<file path="config.mk">
export PLATFORM = sky130hd
export DESIGN_NAME = rx_flow_timeout
export DESIGN_NICKNAME = d
export VERILOG_FILES = /design/src/rtl/rx_flow_timeout_pkg.sv /design/src/rtl/rxfc_rts_ctrl.sv /design/src/rtl/rxfc_idle_timer.sv /design/src/rtl/rxfc_tmo_flag.sv /design/src/rtl/rx_flow_timeout.sv
export SDC_FILE = /design/constraint.sdc
export NUM_CORES = 1
export LEC_CHECK = 0
export BUFFER_PORTS_ARGS = -buffer_cell sky130_fd_sc_hd__buf_2
export CAP_MARGIN = 10
export CORE_MARGIN = 10
export CORE_UTILIZATION = 29
export CTS_CLUSTER_SIZE = 40
export DETAILED_ROUTE_END_ITERATION = 10
export PLACE_DENSITY = 0.49
export SLEW_MARGIN = 20
export SYNTH_ARGS = -nofsm -noshare
export SYNTH_HDL_FRONTEND = slang
export SYNTH_SLANG_ARGS = --single-unit
</file>
<file path="constraint.sdc">
create_clock -name clk -period 1.6 [get_ports clk]
set_input_delay 0.16 -clock clk [delete_from_list [all_inputs] [get_ports clk]]
set_output_delay 0.16 -clock clk [all_outputs]
set_load 0.03 [all_outputs]
</file>
<file path="src/rtl/rx_flow_timeout_pkg.sv">
package rx_flow_timeout_pkg;
  typedef enum logic {
    TMR_HALT = 1'b0,
    TMR_RUN  = 1'b1
  } tmr_state_e;
endpackage

</file>
<file path="src/rtl/rxfc_rts_ctrl.sv">
module rxfc_rts_ctrl #(
  parameter int CNT_W  = 5,
  parameter int MARK_W = 8
) (
  input  logic              clk,
  input  logic              rst,
  input  logic [CNT_W-1:0]  fill_count,
  input  logic [MARK_W-1:0] mark_high,
  input  logic [MARK_W-1:0] mark_low,
  input  logic              force_en,
  input  logic              force_val,
  output logic              rts,
  output logic              above_high
);
  localparam int CW = (CNT_W > MARK_W) ? CNT_W : MARK_W;

  logic [CW-1:0] fill_x, high_x, low_x;
  logic          below_low;
  logic          auto_q, auto_d;

  assign fill_x     = CW'(fill_count);
  assign high_x     = CW'(mark_high);
  assign low_x      = CW'(mark_low);
  assign above_high = fill_x > high_x;
  assign below_low  = fill_x < low_x;

  // hysteresis: high mark wins if both conditions hold
  always_comb begin
    auto_d = auto_q;
    if (above_high)     auto_d = 1'b1;
    else if (below_low) auto_d = 1'b0;
  end

  always_ff @(posedge clk) begin
    if (rst) begin
      auto_q <= 1'b0;
      rts    <= 1'b0;
    end else begin
      auto_q <= auto_d;
      rts    <= force_en ? force_val : auto_d;
    end
  end
endmodule

</file>
<file path="src/rtl/rxfc_idle_timer.sv">
module rxfc_idle_timer
  import rx_flow_timeout_pkg::*;
#(
  parameter int TMO_W = 8
) (
  input  logic             clk,
  input  logic             rst,
  input  logic             start_seen,
  input  logic             stop_seen,
  input  logic             bit_tick,
  output logic [TMO_W-1:0] elapsed,
  output logic             running
);
  localparam logic [TMO_W-1:0] TOP = '1;

  tmr_state_e state_q;

  assign running = (state_q == TMR_RUN);

  always_ff @(posedge clk) begin
    if (rst) begin
      state_q <= TMR_HALT;
      elapsed <= '0;
    end else if (start_seen) begin
      state_q <= TMR_HALT;
      elapsed <= '0;
    end else if (stop_seen) begin
      state_q <= TMR_RUN;
      elapsed <= '0;
    end else if (running && bit_tick && elapsed != TOP) begin
      elapsed <= elapsed + 1'b1;
    end
  end
endmodule

</file>
<file path="src/rtl/rxfc_tmo_flag.sv">
module rxfc_tmo_flag #(
  parameter int CNT_W = 5,
  parameter int TMO_W = 8
) (
  input  logic             clk,
  input  logic             rst,
  input  logic [CNT_W-1:0] fill_count,
  input  logic [TMO_W-1:0] elapsed,
  input  logic             running,
  input  logic [TMO_W-1:0] idle_limit,
  input  logic             start_seen,
  output logic             rx_timeout
);
  logic reached;
  assign reached = running && (elapsed >= idle_limit);

  always_ff @(posedge clk) begin
    if (rst) rx_timeout <= 1'b0;
    else     rx_timeout <= reached && (fill_count != '0) && !start_seen;
  end
endmodule

</file>
<file path="src/rtl/rx_flow_timeout.sv">
module rx_flow_timeout #(
  parameter int CNT_W  = 5,
  parameter int MARK_W = 8,
  parameter int TMO_W  = 8
) (
  input  logic              clk,
  input  logic              rst,
  input  logic [CNT_W-1:0]  fill_count,
  input  logic [MARK_W-1:0] mark_high,
  input  logic [MARK_W-1:0] mark_low,
  input  logic              force_en,
  input  logic              force_val,
  input  logic              start_seen,
  input  logic              stop_seen,
  input  logic              bit_tick,
  input  logic [TMO_W-1:0]  idle_limit,
  output logic              rts,
  output logic              rx_high,
  output logic              rx_timeout
);
  logic [TMO_W-1:0] idle_cnt;
  logic             idle_run;

  rxfc_rts_ctrl #(.CNT_W(CNT_W), .MARK_W(MARK_W)) u_rts (
    .clk(clk), .rst(rst), .fill_count(fill_count),
    .mark_high(mark_high), .mark_low(mark_low),
    .force_en(force_en), .force_val(force_val),
    .rts(rts), .above_high(rx_high)
  );

  rxfc_idle_timer #(.TMO_W(TMO_W)) u_timer (
    .clk(clk), .rst(rst), .start_seen(start_seen), .stop_seen(stop_seen),
    .bit_tick(bit_tick), .elapsed(idle_cnt), .running(idle_run)
  );

  rxfc_tmo_flag #(.CNT_W(CNT_W), .TMO_W(TMO_W)) u_flag (
    .clk(clk), .rst(rst), .fill_count(fill_count), .elapsed(idle_cnt),
    .running(idle_run), .idle_limit(idle_limit), .start_seen(start_seen),
    .rx_timeout(rx_timeout)
  );
endmodule

</file>
==> flow_summary.yaml <==
run_status:
  status: "completed"
synth:
  ys_warn_count: 0
  synth_area_leader_cell: "dfxtp_1"
  synthFlopType: "dfxtp_1"
  seq_area_frac_synth_pct: 24.4
  syn_inst: 120
  syn_nets: 174
  synth_top_area_share_pct: 24.4
  syn_area_per_cell_sq_um: 8.21
  ys_top_cells_by_area: "dfxtp_1 24%, ha_1 23%, inv_1 7.6%"
  ys_ff_latch: 12
  yosysUniqueCellTypes: 36
  syn_area_sq_um: 985
  async_flop_share_pct: 0
  synth_edf_count: 0
clock_tree:
  clockBufferDepth: 2
  cts-root-buf: "clkbuf_4"
  numClockSinks: 12
  cts_tree: "done"
  htreeDepth: 1
  hold_buffers: 0
  insertion_delay_ps: 260
  cts.clk_slew.worst_paths_ps: 70
  post_cts_buffers: 0
  cts_buffers: 3
  post_cts_resized: 0
floorplan:
  fp.coreArea_sq_um: 3310
  fp.dieArea_sq_um: 6130
  start_util_pct: 29.7
  fp.dieH_um: 78.3
  fp-row-count: 21
  die_w_um: 78.3
  ios: 39
routing:
  vias_per_cell: 4.68
  drtPass1Iterations: 4
  drtAntennaViolNets: 0
  drcViolationCount: 0
  wl_per_cell_um: 11.4
  drt_first_iter_violations: 24
  vias: 969
  drt_wl_total_um: 2370
power_and_ir_drop:
  power_per_cell_area_nw_per_um2: 485
  ir_drop_uv: 241
  leakagePower_nw: 0.654
global_route:
  grt_pass1_vias: 971
  grt_antenna_before_repair: 0
  grt_util_all_layers_pct: 7.67
  grt_pass1_wl_um: 3960
  overflow: 0
  grt_max_degree: 9
place:
  gp_congestion: 0.754
  dp_cells: 204
  place_area_sq_um: 1230
  port_buffers: 38
  dp_hpwl_um: 2140
cells_and_area:
  design_area_sq_um: 1260
  area_growth_pct: 27.7
  final_nets: 217
  layout-drive-gt1-share_pct: 29.2
  final_cells: 207
  antenna_cells: 0
critical_path:
  critPathKind: "primary input to primary output"
  worst_path_largest_cell_delay_ps: 300
  crit_path_top_delay_cell: "ha_1"
  crit_chain: "buf_2 -> ha_1 -> a21o_1 -> a21oi_1 -> a21o_1 -> inv_1 -> buf_2"
  crit_fanout: 3
  start_kind: "primary input"
  cp-end-kind: "primary output"
  critical_path_required_ps: 1440
  arrival_ps: 1290
job:
  max_cap_violations: 0
timing:
  timing.slew.headroom_pct: 72.4
  fin_crit_ps: 1450
  worst_pin_slew_ps: 408
  timing.final.crit_share_pct: 90.4
  fin_tns_setup_ps: 0
  fin_worst_skew_ps: 1.73
  rsz0062_at_grt: "false"
  slew_viol_final: 0
  fmaxAchievable_mhz: 692
  setup_violations: 0
  final_hold_viol_count: 0
hold_path:
  hold_path_class: "primary input to flop"
-- cells by family after synthesis --
kind of cell / count (synthesis) / synth area share [%]
XOR/XNOR: 3 / 2.67
AO/OA/AOI/OAI: 28 / 19.2
buffers and inverters: 21 / 8.13
adder cells (fa/ha/maj): 18 / 22.9
flip-flops: 12 / 24.4
multiplexers: 2 / 2.03
AND/OR/NAND/NOR: 36 / 20.7
-- metal layers --
| layer | routed length [um] | GRT usage [%] |
|---|---|---|
| met5 | 0 | 0 |
| met1 | 1030 | 7.70 |
| met2 | 1130 | 13.6 |
| met3 | 178 | 3.64 |
| met4 | 29 | 2.69 |
-- cell usage after synthesis (2+ instances only) --
master,n
nand2_1,6
nor2_1,8
nand3_2,2
mux2i_1,2
a211oi_1,2
o21bai_1,3
nand4_1,2
a21oi_1,6
and3_2,2
o21ai_0,4
a21o_1,2
xnor2_1,2
dfxtp_1,12
or3_1,2
ha_1,18
o311a_1,2
nand3_1,3
nor2b_1,3
a31oi_1,2
inv_1,20
o21a_1,2
-- sequential cells by signal, indices dropped and copies added, names as in the netlist --
signal             cells
u_rts.auto_q           1
u_rts.rts              1
u_flag.rx_timeout      1
u_timer.elapsed        8
u_timer.running        1
-- cell usage in the layout, fill, tap and decap left out, types with 3 or more instances in the layout --
| master | Yosys | routed |
|---|---|---|
| dfxtp_1 | 12 | 12 |
| inv_1 | 20 | 20 |
| nor2b_1 | 3 | 3 |
| clkbuf_4 | 0 | 3 |
| nor2_1 | 8 | 8 |
| buf_2 | 1 | 38 |
| a21oi_1 | 6 | 6 |
| o21bai_1 | 3 | 3 |
| nand3_1 | 3 | 3 |
| nand2_1 | 6 | 6 |
| o21ai_0 | 4 | 4 |
| ha_1 | 18 | 18 |
-- path summary, 6_finish.rpt --
kind	start	to	slack (ps)	cells after the start
worst max-delay path	fill_count[3]	rx_high	150	7
worst min register to register	u_timer.elapsed[5]	u_timer.elapsed[5]	520	2
worst max register to register	u_timer.elapsed[0]	u_timer.elapsed[1]	210	6
worst min-delay path	rst	u_rts.auto_q	100	2
-- area by class of cell --
cell class	instances	area [sq um]
multi-input combinational	87	664
tap	46	57.6
timing repair buffer	39	198
clock buffer	3	22.5
sequential	12	240
fill	375	2050
inverter	20	75.1
-- power by group --
group	internal (mW)	total [mW]	switching, mW
clock network	0.0868	0.178	0.0915
logic	0.0669	0.127	0.0603
registers	0.302	0.304	0.00203
-- metrics by stage --
stage	setup slack, ps	hold WS, ps	utilization, %	total power [mW]
global route	37.7	92.5	38.0	0.657
CTS	141	89.0	38.0	0.623
finish	154	100	38.0	0.609
detailed placement	144	373	37.3	0.440
global placement	186	372	37.3	0.437
floorplan	278	229	-	0.377
-- critical path: cells and delay by family --
family | cells | cell delay (ps)
compound gates | 3 | 480
fa+ha+maj | 1 | 300
buf+inv | 3 | 340
(Power assumes the default switching activity.)
